**config.mk**
```make
export PLATFORM = sky130hd
export DESIGN_NAME = i2c_mem_target
export DESIGN_NICKNAME = d
export VERILOG_FILES = /design/src/rtl/i2c_tgt_pkg.sv /design/src/rtl/tgt_sync.sv /design/src/rtl/tgt_bus_cond.sv /design/src/rtl/i2c_mem_target.sv
export SDC_FILE = /design/constraint.sdc
export NUM_CORES = 1
export LEC_CHECK = 0
export ABC_AREA = 1
export BUFFER_PORTS_ARGS = -buffer_cell sky130_fd_sc_hd__buf_2
export CORE_MARGIN = 2
export CORE_UTILIZATION = 54
export CTS_BUF_LIST = sky130_fd_sc_hd__clkbuf_8
export DETAILED_ROUTE_END_ITERATION = 12
export HOLD_SLACK_MARGIN = 0.05
export PLACE_DENSITY = 0.75
export SETUP_SLACK_MARGIN = 0.1
export SYNTH_ARGS = -nofsm -noshare
export SYNTH_HDL_FRONTEND = slang
export SYNTH_SLANG_ARGS = --single-unit
export TNS_END_PERCENT = 30
```
**constraint.sdc**
```tcl
create_clock -name clk -period 1.58 [get_ports clk]
set_input_delay 0.158 -clock clk [delete_from_list [all_inputs] [get_ports clk]]
set_output_delay 0.158 -clock clk [all_outputs]
set_load 0.01 [all_outputs]
```
**src/rtl/i2c_tgt_pkg.sv**
```systemverilog
package i2c_tgt_pkg;

  // fixed device-type code carried in the top nibble of the control byte
  localparam logic [3:0] TGT_TYPE_CODE = 4'b1010;

  typedef enum logic [3:0] {
    ST_IDLE,   // ignoring the bus until the next Start or Stop
    ST_CTRL,   // shifting in the control byte
    ST_ADDR,   // shifting in the word address
    ST_WDAT,   // shifting in write data
    ST_ACKW,   // byte accepted, waiting for SCL low to pull SDA
    ST_ACK,    // holding the acknowledge through the ninth clock
    ST_RDAT,   // shifting out a read byte
    ST_RACK    // listening for the host acknowledge
  } tgt_state_e;

endpackage

```
**src/rtl/tgt_sync.sv**
```systemverilog
module tgt_sync #(
  parameter int unsigned     W       = 2,
  parameter logic [W-1:0]    RST_VAL = '1
) (
  input  logic         clk,
  input  logic         rst_n,
  input  logic [W-1:0] d,
  output logic [W-1:0] q
);
  logic [W-1:0] meta;

  always_ff @(posedge clk or negedge rst_n) begin
    if (!rst_n) begin
      meta <= RST_VAL;
      q    <= RST_VAL;
    end else begin
      meta <= d;
      q    <= meta;
    end
  end
endmodule

```
**src/rtl/tgt_bus_cond.sv**
```systemverilog
module tgt_bus_cond (
  input  logic clk,
  input  logic rst_n,
  input  logic scl_s,
  input  logic sda_s,
  output logic scl_q,
  output logic ev_start,
  output logic ev_stop,
  output logic ev_rise,
  output logic ev_fall
);
  logic sda_q;

  always_ff @(posedge clk or negedge rst_n) begin
    if (!rst_n) begin
      scl_q <= 1'b1;
      sda_q <= 1'b1;
    end else begin
      scl_q <= scl_s;
      sda_q <= sda_s;
    end
  end

  // SCL held high across the sample pair: any SDA move is a bus condition
  assign ev_start = scl_s & scl_q & sda_q & ~sda_s;
  assign ev_stop  = scl_s & scl_q & ~sda_q & sda_s;
  assign ev_rise  = scl_s & ~scl_q;
  assign ev_fall  = ~scl_s & scl_q;
endmodule

```
**src/rtl/i2c_mem_target.sv**
```systemverilog
module i2c_mem_target
  import i2c_tgt_pkg::*;
#(
  parameter int unsigned ADDR_W = 8,
  parameter int unsigned DATA_W = 8,
  parameter int unsigned PAGE_W = 4,
  parameter int unsigned CS_W   = 3
) (
  input  logic              clk,
  input  logic              rst_n,
  input  logic              scl_in,
  input  logic              sda_in,
  input  logic [CS_W-1:0]   cs_sel,
  input  logic              wr_busy,
  output logic              sda_pull,
  output logic              wr_valid,
  output logic [ADDR_W-1:0] wr_addr,
  output logic [DATA_W-1:0] wr_data,
  output logic              wr_commit,
  output logic [ADDR_W-1:0] rd_addr,
  input  logic [DATA_W-1:0] rd_data
);
  localparam int unsigned CNT_W  = $clog2(DATA_W + 1);
  localparam int unsigned CODE_W = DATA_W - CS_W - 1;
  localparam logic [CNT_W-1:0] LAST_BIT = CNT_W'(DATA_W - 1);
  localparam logic [CNT_W-1:0] ALL_BITS = CNT_W'(DATA_W);

  // ---- arithmetic kept in functions ----
  function automatic logic ctrl_match(input logic [DATA_W-1:0] b,
                                      input logic [CS_W-1:0]   cs);
    return (b[DATA_W-1 -: CODE_W] == TGT_TYPE_CODE[CODE_W-1:0]) &&
           (b[CS_W:1] == cs);
  endfunction

  function automatic logic [ADDR_W-1:0] page_next(input logic [ADDR_W-1:0] p);
    return {p[ADDR_W-1:PAGE_W], p[PAGE_W-1:0] + 1'b1};
  endfunction

  function automatic logic [ADDR_W-1:0] seq_next(input logic [ADDR_W-1:0] p);
    return p + 1'b1;
  endfunction

  // ---- line conditioning ----
  logic [1:0] line_s;
  logic scl_s, sda_s, scl_q;
  logic ev_start, ev_stop, ev_rise, ev_fall;

  tgt_sync #(.W(2), .RST_VAL(2'b11)) u_sync (
    .clk(clk), .rst_n(rst_n), .d({scl_in, sda_in}), .q(line_s)
  );
  assign scl_s = line_s[1];
  assign sda_s = line_s[0];

  tgt_bus_cond u_cond (
    .clk(clk), .rst_n(rst_n), .scl_s(scl_s), .sda_s(sda_s), .scl_q(scl_q),
    .ev_start(ev_start), .ev_stop(ev_stop), .ev_rise(ev_rise), .ev_fall(ev_fall)
  );

  // ---- engine state ----
  tgt_state_e        state, ack_next;
  logic [CNT_W-1:0]  bit_cnt;
  logic [DATA_W-2:0] rx_sh;
  logic [DATA_W-2:0] tx_sh;
  logic [ADDR_W-1:0] ptr;
  logic              host_ack;
  logic              wrote_any;

  // named internal events
  logic              in_rx, ev_byte_in, ev_ctrl_done, ev_wr_byte, ctrl_hit;
  logic [DATA_W-1:0] rx_byte;

  assign rx_byte      = {rx_sh, sda_s};
  assign in_rx        = (state == ST_CTRL) || (state == ST_ADDR) || (state == ST_WDAT);
  assign ev_byte_in   = ev_rise && in_rx && (bit_cnt == LAST_BIT);
  assign ev_ctrl_done = ev_byte_in && (state == ST_CTRL);
  assign ev_wr_byte   = ev_byte_in && (state == ST_WDAT);
  assign ctrl_hit     = ctrl_match(rx_byte, cs_sel) && !wr_busy;
  assign rd_addr      = ptr;

  always_ff @(posedge clk or negedge rst_n) begin
    if (!rst_n) begin
      state     <= ST_IDLE;
      ack_next  <= ST_IDLE;
      bit_cnt   <= '0;
      rx_sh     <= '0;
      tx_sh     <= '0;
      ptr       <= '0;
      host_ack  <= 1'b0;
      wrote_any <= 1'b0;
      sda_pull  <= 1'b0;
      wr_valid  <= 1'b0;
      wr_addr   <= '0;
      wr_data   <= '0;
      wr_commit <= 1'b0;
    end else begin
      wr_valid  <= 1'b0;
      wr_commit <= 1'b0;
      if (ev_start) begin
        state     <= ST_CTRL;
        bit_cnt   <= '0;
        sda_pull  <= 1'b0;
        wrote_any <= 1'b0;
      end else if (ev_stop) begin
        state     <= ST_IDLE;
        sda_pull  <= 1'b0;
        wr_commit <= wrote_any;
        wrote_any <= 1'b0;
      end else begin
        unique case (state)
          ST_CTRL, ST_ADDR, ST_WDAT: begin
            if (ev_rise) begin
              rx_sh   <= rx_byte[DATA_W-2:0];
              bit_cnt <= bit_cnt + 1'b1;
              if (bit_cnt == LAST_BIT) begin
                bit_cnt <= '0;
                if (state == ST_CTRL) begin
                  if (ctrl_hit) begin
                    state    <= ST_ACKW;
                    ack_next <= rx_byte[0] ? ST_RDAT : ST_ADDR;
                  end else begin
                    state <= ST_IDLE;
                  end
                end else if (state == ST_ADDR) begin
                  ptr      <= rx_byte;
                  state    <= ST_ACKW;
                  ack_next <= ST_WDAT;
                end else begin
                  wr_valid  <= 1'b1;
                  wr_addr   <= ptr;
                  wr_data   <= rx_byte;
                  ptr       <= page_next(ptr);
                  wrote_any <= 1'b1;
                  state     <= ST_ACKW;
                  ack_next  <= ST_WDAT;
                end
              end
            end
          end
          ST_ACKW: begin
            if (ev_fall) begin
              sda_pull <= 1'b1;
              state    <= ST_ACK;
            end
          end
          ST_ACK: begin
            if (ev_fall) begin
              bit_cnt <= '0;
              if (ack_next == ST_RDAT) begin
                tx_sh    <= rd_data[DATA_W-2:0];
                sda_pull <= ~rd_data[DATA_W-1];
                ptr      <= seq_next(ptr);
                state    <= ST_RDAT;
              end else begin
                sda_pull <= 1'b0;
                state    <= ack_next;
              end
            end
          end
          ST_RDAT: begin
            if (ev_rise) begin
              bit_cnt <= bit_cnt + 1'b1;
            end else if (ev_fall) begin
              if (bit_cnt == ALL_BITS) begin
                sda_pull <= 1'b0;
                bit_cnt  <= '0;
                state    <= ST_RACK;
              end else begin
                sda_pull <= ~tx_sh[DATA_W-2];
                tx_sh    <= {tx_sh[DATA_W-3:0], 1'b0};
              end
            end
          end
          ST_RACK: begin
            if (ev_rise) begin
              host_ack <= ~sda_s;
            end else if (ev_fall) begin
              if (host_ack) begin
                tx_sh    <= rd_data[DATA_W-2:0];
                sda_pull <= ~rd_data[DATA_W-1];
                ptr      <= seq_next(ptr);
                bit_cnt  <= '0;
                state    <= ST_RDAT;
              end else begin
                state <= ST_IDLE;
              end
            end
          end
          default: ;
        endcase
      end
    end
  end

  // ---- assertions ----
  AST_START_RESTARTS: assert property (@(posedge clk) disable iff (!rst_n)
    ev_start |=> (state == ST_CTRL && bit_cnt == '0 && !sda_pull));
  AST_STOP_RELEASES: assert property (@(posedge clk) disable iff (!rst_n)
    ev_stop |=> (state == ST_IDLE && !sda_pull));
  AST_PULL_HOLDS_SCL_HIGH: assert property (@(posedge clk) disable iff (!rst_n)
    (scl_s && scl_q && !ev_start && !ev_stop) |=> $stable(sda_pull));
  AST_SILENT_WHEN_BUSY: assert property (@(posedge clk) disable iff (!rst_n)
    (ev_ctrl_done && wr_busy) |=> (state == ST_IDLE && !sda_pull));
  AST_WRITE_STAYS_IN_PAGE: assert property (@(posedge clk) disable iff (!rst_n)
    ev_wr_byte |=> (ptr[ADDR_W-1:PAGE_W] == $past(ptr[ADDR_W-1:PAGE_W])));
  AST_COMMIT_ON_STOP: assert property (@(posedge clk) disable iff (!rst_n)
    wr_commit |-> $past(ev_stop));
endmodule

```
### Word level (Yosys, flattened, before mapping)

Index checks and enable logic that the tools add are counted.

* logic and storage cells: 184
* output and inout bits: 27
* register bits: 61
* bits of input ports: 16

* bitwise logic cells: 17
* multiplexer cells: 78
* $add $sub $neg: 3
* eq/ne operators: 45
* reductions and logical operators: 23

Operators by type and width (number)
* $mux W4: 26
* $mux W8: 9
* $mux W7: 8
* $ne A4 B4 Y1 const B: 12
* $ne A2 B2 Y1 const B: 14
* $mux W1: 27
* $eq A4 B3 Y1 const B: 6
* $pmux W8 S3: 1
* $reduce_and A11 Y1: 2
* $ne A3 B3 Y1 const B: 7
* $pmux W7 S3: 1
* $pmux W4 S5: 1
* $pmux W4 S4: 1
* $reduce_bool A3 Y1: 5
* $reduce_and A12 Y1: 1
* $not A1 Y1: 10
* $reduce_and A10 Y1: 1
* $mux W3: 3
* $reduce_and A9 Y1: 1
* $add A4 B1 Y4 const B: 2
* $add A8 B1 Y8 const B: 1
* $eq A4 B2 Y1 const B: 2
* $eq A4 B4 Y1 const B: 2
* $reduce_and A4 Y1: 2
* other kinds (14): 21

### Depth between registers and ports, before layout

Gate-level depths: netlist of run 1.

* depth in word-level cells: 10
* gate-level depth with buffers: 10
* depth with buffers taken out: 10

### By module

From an unflattened synthesis of run 1, not the netlist that was laid out.

* cell total of the unflattened synthesis: 436
* area total of the unflattened synthesis: 3274.4 µm²

By module, submodules not included
* i2c_mem_target: cells an instance 419, instances 1, sequential area each 1326.3 µm², area an instance 3075.4 µm²
* tgt_sync: cells an instance 4, instances 1, sequential area each 105.1 µm², area an instance 105.1 µm²
* tgt_bus_cond: cells an instance 13, instances 1, sequential area each 52.6 µm², area an instance 93.8 µm²

### Worst setup path after synthesis of run 1

No wires, ideal clock.

* path type: flip-flop to flip-flop
* start: reg bit_cnt[0]
* end: reg wr_data[2]
* data arrival time: 1373 ps
* setup slack: 87 ps
* period minus slack after synthesis: 1493 ps
* buffers on the path: 1
* cell stages (with the launch flop): 10
* setup time: 120 ps
* required time: 1460 ps
* path through: dfrtp_1 > ha_1 > nand3_1 > nor2_1 > nand2_2 > nor2_8 > inv_4 > buf_6 > nand2_1 > o21ai_2

* longest elaborated chain between the ends: 2

RTL lines
* start: declaration: line i2c_mem_target.sv:61 `logic [CNT_W-1:0] bit_cnt;`
* start signal: assignment: line i2c_mem_target.sv:113 `bit_cnt <= bit_cnt + 1'b1;`
* start signal: assignment: line i2c_mem_target.sv:161 `bit_cnt <= bit_cnt + 1'b1;`
* $eq A4 B3 Y1: line i2c_mem_target.sv:114 `if (bit_cnt == LAST_BIT) begin`
* $reduce_and A7 Y1 (no line)
* end signal: assignment: line i2c_mem_target.sv:130 `wr_data <= rx_byte;`
* end: declaration: line i2c_mem_target.sv:18 `output logic [DATA_W-1:0] wr_data,`

Every way passes these cells.
A chain may end at the register's enable or synchronous reset.

### Final worst setup path of run 1

* start: reg u_sync.q[1]
* end: reg bit_cnt[3]

* longest elaborated chain between the ends: 5
* elaborated cells between the ends (all ways): 22
* classes of those cells: eq/ne (8); mux (4); bitwise (8); reduce/logical (2)

RTL lines
* start: declaration: line tgt_sync.sv:8 `output logic [W-1:0] q`
* start signal: assignment: line tgt_sync.sv:18 `q <= meta;`
* $and A1 B1 Y1, on equally long branches: line tgt_bus_cond.sv:25, tgt_bus_cond.sv:26, tgt_bus_cond.sv:27
* $and A1 B1 Y1 (tied with other cells) (2 in series): line tgt_bus_cond.sv:25 `assign ev_start = scl_s & scl_q & sda_q & ~sda_s;`
* $ne A4 B4 Y1 (no line) (tied with other cells)
* $reduce_and A9 Y1 (no line) or $mux W4 (tied branches)

Several ways; a longest one is shown, not always the timed one. The select of a mux whose other input is x is not followed.

==> flow_summary.toml, run 1 <==
[timing]
finClkSkew_ns = 0.00796
fin_crit_sh_pct = 95.5
max_freq_mhz = 663
layout_min_cycle_time_ns = 1.51
setup_viol = 0
holdWs_ns = 0.0775
slew_headroom_pct = 71.0
maxSlewViolCount = 0
rsz0062_at_grt = "true"
worst_pin_slew_ns = 0.435
finalHoldViolCount = 0

[power]
leakagePower_nw = 2.02
p_per_area_nw_per_um2 = 1370
vdd_drop_max_mv = 0.910

[routing]
drc = 0
dr.pass1.iters = 4
drt-initial-drc-count = 238
ant_nets = 0
drt-wirelength-per-cell_um = 13.3
vias = 2754
vias_per_cell = 5.21
drt_wl_total_mm = 7.04

[synth]
synthTopCellsByArea = "dfrtp_1 (43%), nand2_1 (16%), dfstp_2 (5.1%)"
syn_area_um2 = 3080
synthArstFlopShare_pct = 100
yosys_warnings = 0
seq_area_frac_synth_pct = 48.1
synth_most_common_cell = "nand2_1"
synth_top_area_cell = "dfrtp_1"
syn_nets = 396
synthCells = 377
synth_top_flop_cell = "dfrtp_1"
ys_types = 35
synth_edf_count = 0
synth_top_cell_area_share_pct = 43.0
ys_top_cells_by_count = "nand2_1 (129), dfrtp_1 (53), inv_1 (33)"
synth_area_per_cell_um2 = 8.18
ys_ff_latch = 59

[layout]
nets = 472
finalNonFillerCells = 529
post-route-util_pct = 70.5
layout-area-overhead-vs-synth_pct = 25.8
final_area_um2 = 3880
layout-drive-gt1-share_pct = 33.0
num_antenna_cells = 0

[clock_network]
cts.path.max_buffers = 2
clock_latency_ns = 0.35
cts_buffers = 9
cts_root_buf = "clkbuf_8"
clkTransAtPathRegs_ns = 0.07
htreeDepth = 3
cts_tree = "yes"
cts_sinks = 59

[critical_path]
worstPathMaxFanout = 5
critical_path_arrival_ns = 1.74
cp.required_ns = 1.81
path_class = "reg2reg"
start_kind = "flop"
end_kind = "flop"

[die]
initial_core_util_pct = 56.0
fp.dieW_um = 79.6
chipHeight_um = 79.6
core_um2 = 5510
die_area_um2 = 6330
num_rows = 27
io_pins = 43

[run]
max_cap_violations = 0

[placement]
hpwl_mm = 4.94
dp_cells = 497
gp_congestion = 0.952
placed_cell_area_um2 = 3430
numPortBuffers = 42

[global_route]
grt_max_degree = 29
grt_usage_pct = 23.4
grt_pass1_wl_mm = 11.3
grt_pass1_vias = 2508
grt_overflow = 0
antenna_found_initial = 0

[hold_path]
holdCritPathClass = "in2reg"

[status]
outcome = "finished, final reports clean"
==> report_power, final <==
part	internal (mW)	leakage [nW]	total [mW]	switching, mW
logic	0.743	1.17	1.84	1.10
clock network	0.707	0.0923	1.31	0.607
registers	1.84	0.758	2.16	0.326
total	3.29	2.02	5.32	2.03
==> cells in the final DEF, fill, tap and decap left out, drive strengths merged, types with 2 or more instances in the layout <==
cell         Yosys  final
xor2             2      2
clkbuf           0      9
dlygate4sd3      0      3
nand3           26     26
nand2          140    141
dfrtp           53     53
nand3b           5      5
clkinv           1      4
or2              2      2
mux2i            6      6
inv             37     37
buf              7     68
o21ai           41     41
nand4            3      3
dfstp            6      6
o21bai           2      2
a21oi            6      6
nor2            30     30
a31oi            2      2
ha               3      3
clkinvlp         0      2
==> path summary, 6_finish.rpt <==
check                                          from                       end  slack [ns]  cells after the start
max reg2reg                   u_sync.q[1]$_DFF_PN1_    bit_cnt[3]$_DFFE_PN0P_        0.07                      9
max                           u_sync.q[1]$_DFF_PN1_    bit_cnt[3]$_DFFE_PN0P_        0.07                      9
min reg2reg                u_sync.meta[1]$_DFF_PN1_     u_sync.q[1]$_DFF_PN1_        0.36                      0
max in group asynchronous                     rst_n  u_sync.meta[0]$_DFF_PN1_        0.69                      3
min                                      rd_data[0]      tx_sh[0]$_DFFE_PN0P_        0.08                      3
min in group asynchronous                     rst_n    wr_data[4]$_DFFE_PN0P_        0.28                      2
==> metal layers <==
metal / wire length [um] / track usage (%) / vias to the layer above
met5: 0 / 0 / -
met4: 226 / 10.9 / 0
met3: 363 / 6.11 / 24
met2: 3350 / 37.0 / 76
met1: 3100 / 30.0 / 1294
li1: - / - / 1360
==> cell families after synthesis <==
group	after synthesis	synth area share (%)
buffers and inverters	45	7.38
AND/OR/NAND/NOR	208	30.2
AO/OA/AOI/OAI	53	10.3
flip-flops	59	48.1
multiplexers	6	1.95
adder cells (fa/ha/maj)	3	1.22
XOR/XNOR	3	0.852
==> repair_timing <==
action	in CTS	in global routing
gates cloned	0	2
hold endpoints to repair	19	0
hold buffers	3	0
endpoints found under the setup margin	39	49
gates resized for setup	4	43
pin swaps	0	17
setup buffers	2	10
==> critical path, stage by stage, from the launching register on <==
cell and delay (ns):
dfstp_2 0.58, inv_1 0.05, nand2_1 0.15, nand2_2 0.14, nand2_1 0.10, nor2_1 0.05, nand2_2 0.12, nand2_2 0.09
nand2_1 0.06, nand2_1 0.05
==> area by class of cell <==
type / count / area [um2]
Multi-Input combinational cell: 274 / 1500
Clock inverter: 6 / 58.8
Inverter: 38 / 160
Sequential cell: 59 / 1490
Fill cell: 420 / 1630
Clock buffer: 9 / 124
Tap cell: 72 / 90.1
Timing Repair Buffer: 71 / 465
==> through the flow <==
step / TNS, ns / power [mW] / setup slack [ns]
finish: 0 / 5.32 / 0.0715
global route: -0.115 / 5.68 / -0.0396
CTS: 0 / 5.05 / 0.0726
detailed placement: 0 / 3.70 / 0.00194
global placement: 0 / 3.65 / 0.0444
floorplan: 0 / 3.28 / 0.117
==> state kept, by name (all words and copies together), names as in the netlist <==
signal / flops
sda_pull: 1
rd_addr: 8
wr_data: 8
ack_next: 3
state: 3
bit_cnt: 4
u_sync.meta: 2
wr_commit: 1
host_ack: 1
u_cond.scl_q: 1
wr_addr: 8
wr_valid: 1
tx_sh: 7
u_sync.q: 2
wrote_any: 1
u_cond.sda_q: 1
rx_sh: 7
No activity file was read; power rests on OpenSTA's default activity.
==> run 2: changes to the inputs <==
--- a/config.mk
+++ b/config.mk
@@ -10,7 +10,7 @@
 export CORE_MARGIN = 2
-export CORE_UTILIZATION = 54
-export CTS_BUF_LIST = sky130_fd_sc_hd__clkbuf_8
+export CORE_UTILIZATION = 52
 export DETAILED_ROUTE_END_ITERATION = 12
 export HOLD_SLACK_MARGIN = 0.05
-export PLACE_DENSITY = 0.75
+export PLACE_DENSITY = 0.72
+export RECOVER_POWER = 25
 export SETUP_SLACK_MARGIN = 0.1
--- a/constraint.sdc
+++ b/constraint.sdc
@@ -3,2 +3,2 @@
 set_output_delay 0.158 -clock clk [all_outputs]
-set_load 0.01 [all_outputs]
+set_load 0.005 [all_outputs]
==> run 2 against run 1 <==
Net effect:
- clock power grew 8%
- die area grew 3.7%
- count of clock-buffer cells in the layout is the same
- largest cell class unchanged
- combinational power shrank 4%
- critical path depth shrank 3
- setup slack gained 0.037 ns
- first-iteration DRC count shrank 66%
- register-to-register slack gained 0.04 ns
- core utilization shrank 4.7 points
- fmax grew 2.5%
==> flow_summary.toml, run 2 (synthesis results as in run 1) <==
[status]
outcome = "finished, final reports clean"

[critical_path]
r2r-end = "state[1]$_DFFE_PN0P_"
path_class = "reg2reg"
critical_path_arrival_ns = 1.72
worstReg2RegStart = "state[2]$_DFFE_PN0P_"
endpoint = "state[1]$_DFFE_PN0P_"
r2r_cells = 6
startpoint = "state[2]$_DFFE_PN0P_"
worstPathMaxFanout = 5
cp.required_ns = 1.83
r2r_setup_slack_ns = 0.11
end_kind = "flop"
start_kind = "flop"

[routing]
drt-wirelength-per-cell_um = 13.5
drt_wl_total_mm = 7.08
vias_per_cell = 5.13
drt-initial-drc-count = 80
drc = 0
vias = 2699
dr.pass1.iters = 4
ant_nets = 0

[layout]
final_area_um2 = 3830
layout-drive-gt1-share_pct = 31.9
layout-area-overhead-vs-synth_pct = 24.1
final_cell_mix = "nand2_1 (119), dfrtp_1 (50), buf_2 (42)"
num_antenna_cells = 0
post-route-util_pct = 65.8
nets = 465
finalNonFillerCells = 526
fillers = 503
final_common_cell = "nand2_1"

[timing]
layout_min_cycle_time_ns = 1.47
tns_ns = 0
setup_viol = 0
slew_headroom_pct = 47.4
maxSlewViolCount = 0
fin_ws_ns = 0.108
worst_pin_slew_ns = 0.789
max_freq_mhz = 679
finalHoldViolCount = 0
finClkSkew_ns = 0.0117
rsz0062_at_grt = "true"
fin_crit_sh_pct = 93.2

[hold_path]
holdCritPathClass = "in2reg"

[power]
power.share.sequential_pct = 40.7
p_int_mw = 3.28
pwr-share-comb_pct = 33.0
leakagePower_nw = 1.98
pwr-share-clk_pct = 26.3
swShare_pct = 38.6
p_per_area_nw_per_um2 = 1400
switchingPower_mw = 2.06
vdd_drop_max_mv = 0.867

[die]
die_area_um2 = 6560
io_pins = 43
fp.dieW_um = 81.0
initial_core_util_pct = 53.0
core_um2 = 5820
num_rows = 28
chipHeight_um = 81.0

[clock_network]
clock_latency_ns = 0.35
cts_root_buf = "clkbuf_8"
cts_buffers = 9
cts_sinks = 59
htreeDepth = 3
cts_tree = "yes"
clkTransAtPathRegs_ns = 0.07
cts.path.max_buffers = 2

[placement]
placed_cell_area_um2 = 3430
hpwl_mm = 4.88
gp_congestion = 0.980
numPortBuffers = 42
dp_cells = 500
pre_cts_ws_ns = 0.00708

[global_route]
grt_usage_pct = 23.2
grt_overflow = 0
grt_pass1_vias = 2542
grt_max_degree = 60
grt_pass1_wl_mm = 11.4
antenna_found_initial = 0

[run]
max_cap_violations = 0
## run 2: layout make-up
cell class	instances	area [um2]	share of cell area, %
flip-flops and latches	59	1490	38.9
multi-input cells	274	1500	39.3
clock buffers	9	124	3.24
well taps	75	93.8	2.45
clock inverters	7	76.3	1.99
repair buffers	64	383	10.0
inverters	38	160	4.18
## run 2: metal layers
| metal | vias to the layer above | global-route usage, % | routed length [um] |
|---|---|---|---|
| li1 | 1357 | - | - |
| met1 | 1258 | 28.5 | 3060 |
| met2 | 69 | 38.0 | 3550 |
| met3 | 15 | 4.22 | 306 |
| met4 | 0 | 14.1 | 165 |
| met5 | - | 0 | 0 |
## run 2: critical path, stage by stage, from the launching register on
cell	delay, ns
dfrtp_2	0.49
buf_4	0.19
nor2_1	0.20
nand2_2	0.11
nand4_1	0.13
nand2_1	0.09
o21ai_1	0.18
## run 2: how the worst min path moves through the flow
stage	from	end	slack, ns	cells past startpoint
after floorplan	rst_n	ack_next[0]$_DFFE_PN0P_	-0.14	0
after global placement	rst_n	wr_data[5]$_DFFE_PN0P_	0.19	2
after detailed placement	rst_n	wr_data[7]$_DFFE_PN0P_	0.19	2
after CTS	rd_data[0]	tx_sh[0]$_DFFE_PN0P_	0.06	3
after global routing	rd_data[0]	tx_sh[0]$_DFFE_PN0P_	0.07	3
final	rd_data[0]	tx_sh[0]$_DFFE_PN0P_	0.06	3
## run 2: power by group through the flow
stage / Combinational (mW) / Sequential, mW / Clock [mW]
finish: 1.76 / 2.17 / 1.41
global route: 2.01 / 2.22 / 1.50
CTS: 1.62 / 2.15 / 1.44
detailed placement: 1.55 / 2.17 / 0
global placement: 1.53 / 2.16 / 0
floorplan: 1.20 / 2.06 / 0
## run 2: timing repair
action | 4_1_cts | 5_1_grt
cloned | 0 | 1
endpoints found under the hold margin | 55 | 0
gates resized for setup | 9 | 33
endpoints found under the setup margin | 39 | 47
pin swaps | 5 | 10
buffers inserted | 2 | 4
hold buffers | 3 | 0
## run 2: metrics by stage
step	total power [mW]	hold slack (ns)
detailed placement	3.72	0.190
CTS	5.20	0.0583
global placement	3.69	0.187
global route	5.73	0.0666
finish	5.35	0.0631
floorplan	3.26	-0.138
==> run 3: changes to the inputs <==
- SETUP_SLACK_MARGIN: 0.1 -> 0.4
==> run 3 against run 2 <==
Net effect:
- fmax decreased by 2.3%
- global-route usage rose by 1.3 points
- sequential power about the same
- critical path type unchanged
- clock skew shrank 0.00050 ns
==> flow_summary.toml, run 3 (synthesis results as in run 1) <==
[clock_network]
clkTransAtPathRegs_ns = 0.07
cts_buffers = 9
cts_sinks = 59
cts_root_buf = "clkbuf_8"
cts.path.max_buffers = 2
clock_latency_ns = 0.36
htreeDepth = 3
cts_tree = "yes"

[layout]
layout-area-overhead-vs-synth_pct = 32.7
post-route-util_pct = 70.4
final_cell_mix = "nand2_1 (108), dfrtp_1 (47), buf_2 (42)"
finalNonFillerCells = 538
nets = 477
num_antenna_cells = 0
final_area_um2 = 4090
fillers = 440
final_common_cell = "nand2_1"
layout-drive-gt1-share_pct = 38.9

[timing]
rsz0062_at_grt = "true"
finClkSkew_ns = 0.0112
max_freq_mhz = 663
holdWs_ns = 0.0738
setup_viol = 0
layout_min_cycle_time_ns = 1.51
worst_pin_slew_ns = 0.795
maxSlewViolCount = 0
finalHoldViolCount = 0
tns_ns = 0
fin_crit_sh_pct = 95.4
slew_headroom_pct = 47.0
fin_ws_ns = 0.0727

[placement]
placed_cell_area_um2 = 3450
hpwl_mm = 4.82
pre_cts_ws_ns = 0.0406
numPortBuffers = 42
dp_cells = 502
gp_congestion = 0.996

[global_route]
grt_max_degree = 60
grt_pass1_wl_mm = 12.0
grt_use_met1_pct = 27.6
met2_usage_pct = 41.0
grt_busiest_layer = "met2"
antenna_found_initial = 0
use_met3_pct = 7.89
grt_overflow = 0
grt_pass1_vias = 2677
grt_usage_pct = 24.5

[die]
chipHeight_um = 81.0
core_um2 = 5820
num_rows = 28
fp.dieW_um = 81.0
io_pins = 43
initial_core_util_pct = 53.0
die_area_um2 = 6560

[power]
vdd_drop_max_mv = 0.855
pwr-share-comb_pct = 36.0
pwr-share-clk_pct = 25.5
power_mw = 5.71
switchingPower_mw = 2.23
p_int_mw = 3.48
swShare_pct = 39.1
leakagePower_nw = 2.07
p_per_area_nw_per_um2 = 1400
power.share.sequential_pct = 38.5

[critical_path]
cp.required_ns = 1.82
worst-path-buf-inv = 3
worstPathMaxFanout = 6
path_delay_family = "flip-flops"
cp_slowest_cell = "dfrtp_2"
start_kind = "flop"
r2r_cells = 7
critical_path_arrival_ns = 1.75
slowest_delay_ns = 0.47
path_class = "reg2reg"
cp.depth = 7
end_kind = "flop"
crit_chain = "buf_6, nand2_8, nor2_8, buf_6, buf_12, mux2i_1, o21ai_1"
cp_common_cell = "buf_6"

[status]
outcome = "finished, final reports clean"

[routing]
drt_wl_total_mm = 7.75
vias_per_cell = 5.31
ant_nets = 0
drt-initial-drc-count = 159
dr.pass1.iters = 5
vias = 2855
drc = 0
drt-wirelength-per-cell_um = 14.4

[hold_path]
holdCritPathClass = "in2reg"
min_delay_path_depth = 3

[run]
max_cap_violations = 0
run 3: path summary, 6_finish.rpt:
kind | from | end | slack [ns]
setup / recovery | state[1]$_DFFE_PN0P_ | tx_sh[6]$_DFFE_PN0P_ | 0.07
max in group asynchronous | rst_n | bit_cnt[3]$_DFFE_PN0P_ | 0.47
hold reg to reg | u_sync.meta[0]$_DFF_PN1_ | u_sync.q[0]$_DFF_PN1_ | 0.36
setup reg to reg | state[1]$_DFFE_PN0P_ | tx_sh[6]$_DFFE_PN0P_ | 0.07
min in group asynchronous | rst_n | wr_valid$_DFF_PN0_ | 0.53
hold / removal | rd_data[5] | tx_sh[5]$_DFFE_PN0P_ | 0.07
run 3: power by group through the flow:
| stage | registers [mW] | logic, mW | clock network, mW |
|---|---|---|---|
| 2_1_floorplan | 2.06 | 1.20 | 0 |
| 3_3_place_gp | 2.15 | 1.54 | 0 |
| 3_5_place_dp | 2.16 | 1.57 | 0 |
| 4_1_cts | 2.16 | 1.76 | 1.48 |
| 5_1_grt | 2.25 | 2.31 | 1.55 |
| 6_report | 2.20 | 2.06 | 1.46 |
run 3: metal layers:
layer,wire (um),share of wire (%),up-vias
met5,0,0,-
met4,314,4.1,0
met3,523,6.7,39
met2,3840,50,113
met1,3070,40,1320
li1,-,-,1383
run 3: area by class of cell:
cell class / instances / area [um2] / area share, %
clock inverters: 5 / 61.3 / 1.50
inverters: 38 / 160 / 3.91
flip-flops and latches: 59 / 1490 / 36.4
multi-input cells: 274 / 1640 / 40.0
clock buffers: 11 / 151 / 3.70
repair buffers: 76 / 497 / 12.1
well taps: 75 / 93.8 / 2.29
run 3: repair_timing:
item / in CTS / in global routing
buffers inserted: 10 / 6
pin swaps: 11 / 24
endpoints found under the setup margin: 52 / 54
resized for setup: 35 / 47
cloned: 1 / 0
hold endpoints to repair: 55 / 0
hold buffers: 3 / 0
run 3: worst register-to-register path, delay by kind of cell (launching register included):
| family | cells | cell delay [ns] |
|---|---|---|
| DFF | 1 | 0.47 |
| buffers and inverters | 3 | 0.42 |
| and+or+nand+nor | 2 | 0.24 |
| muxes | 1 | 0.19 |
| AOI/OAI and AO/OA | 1 | 0.08 |
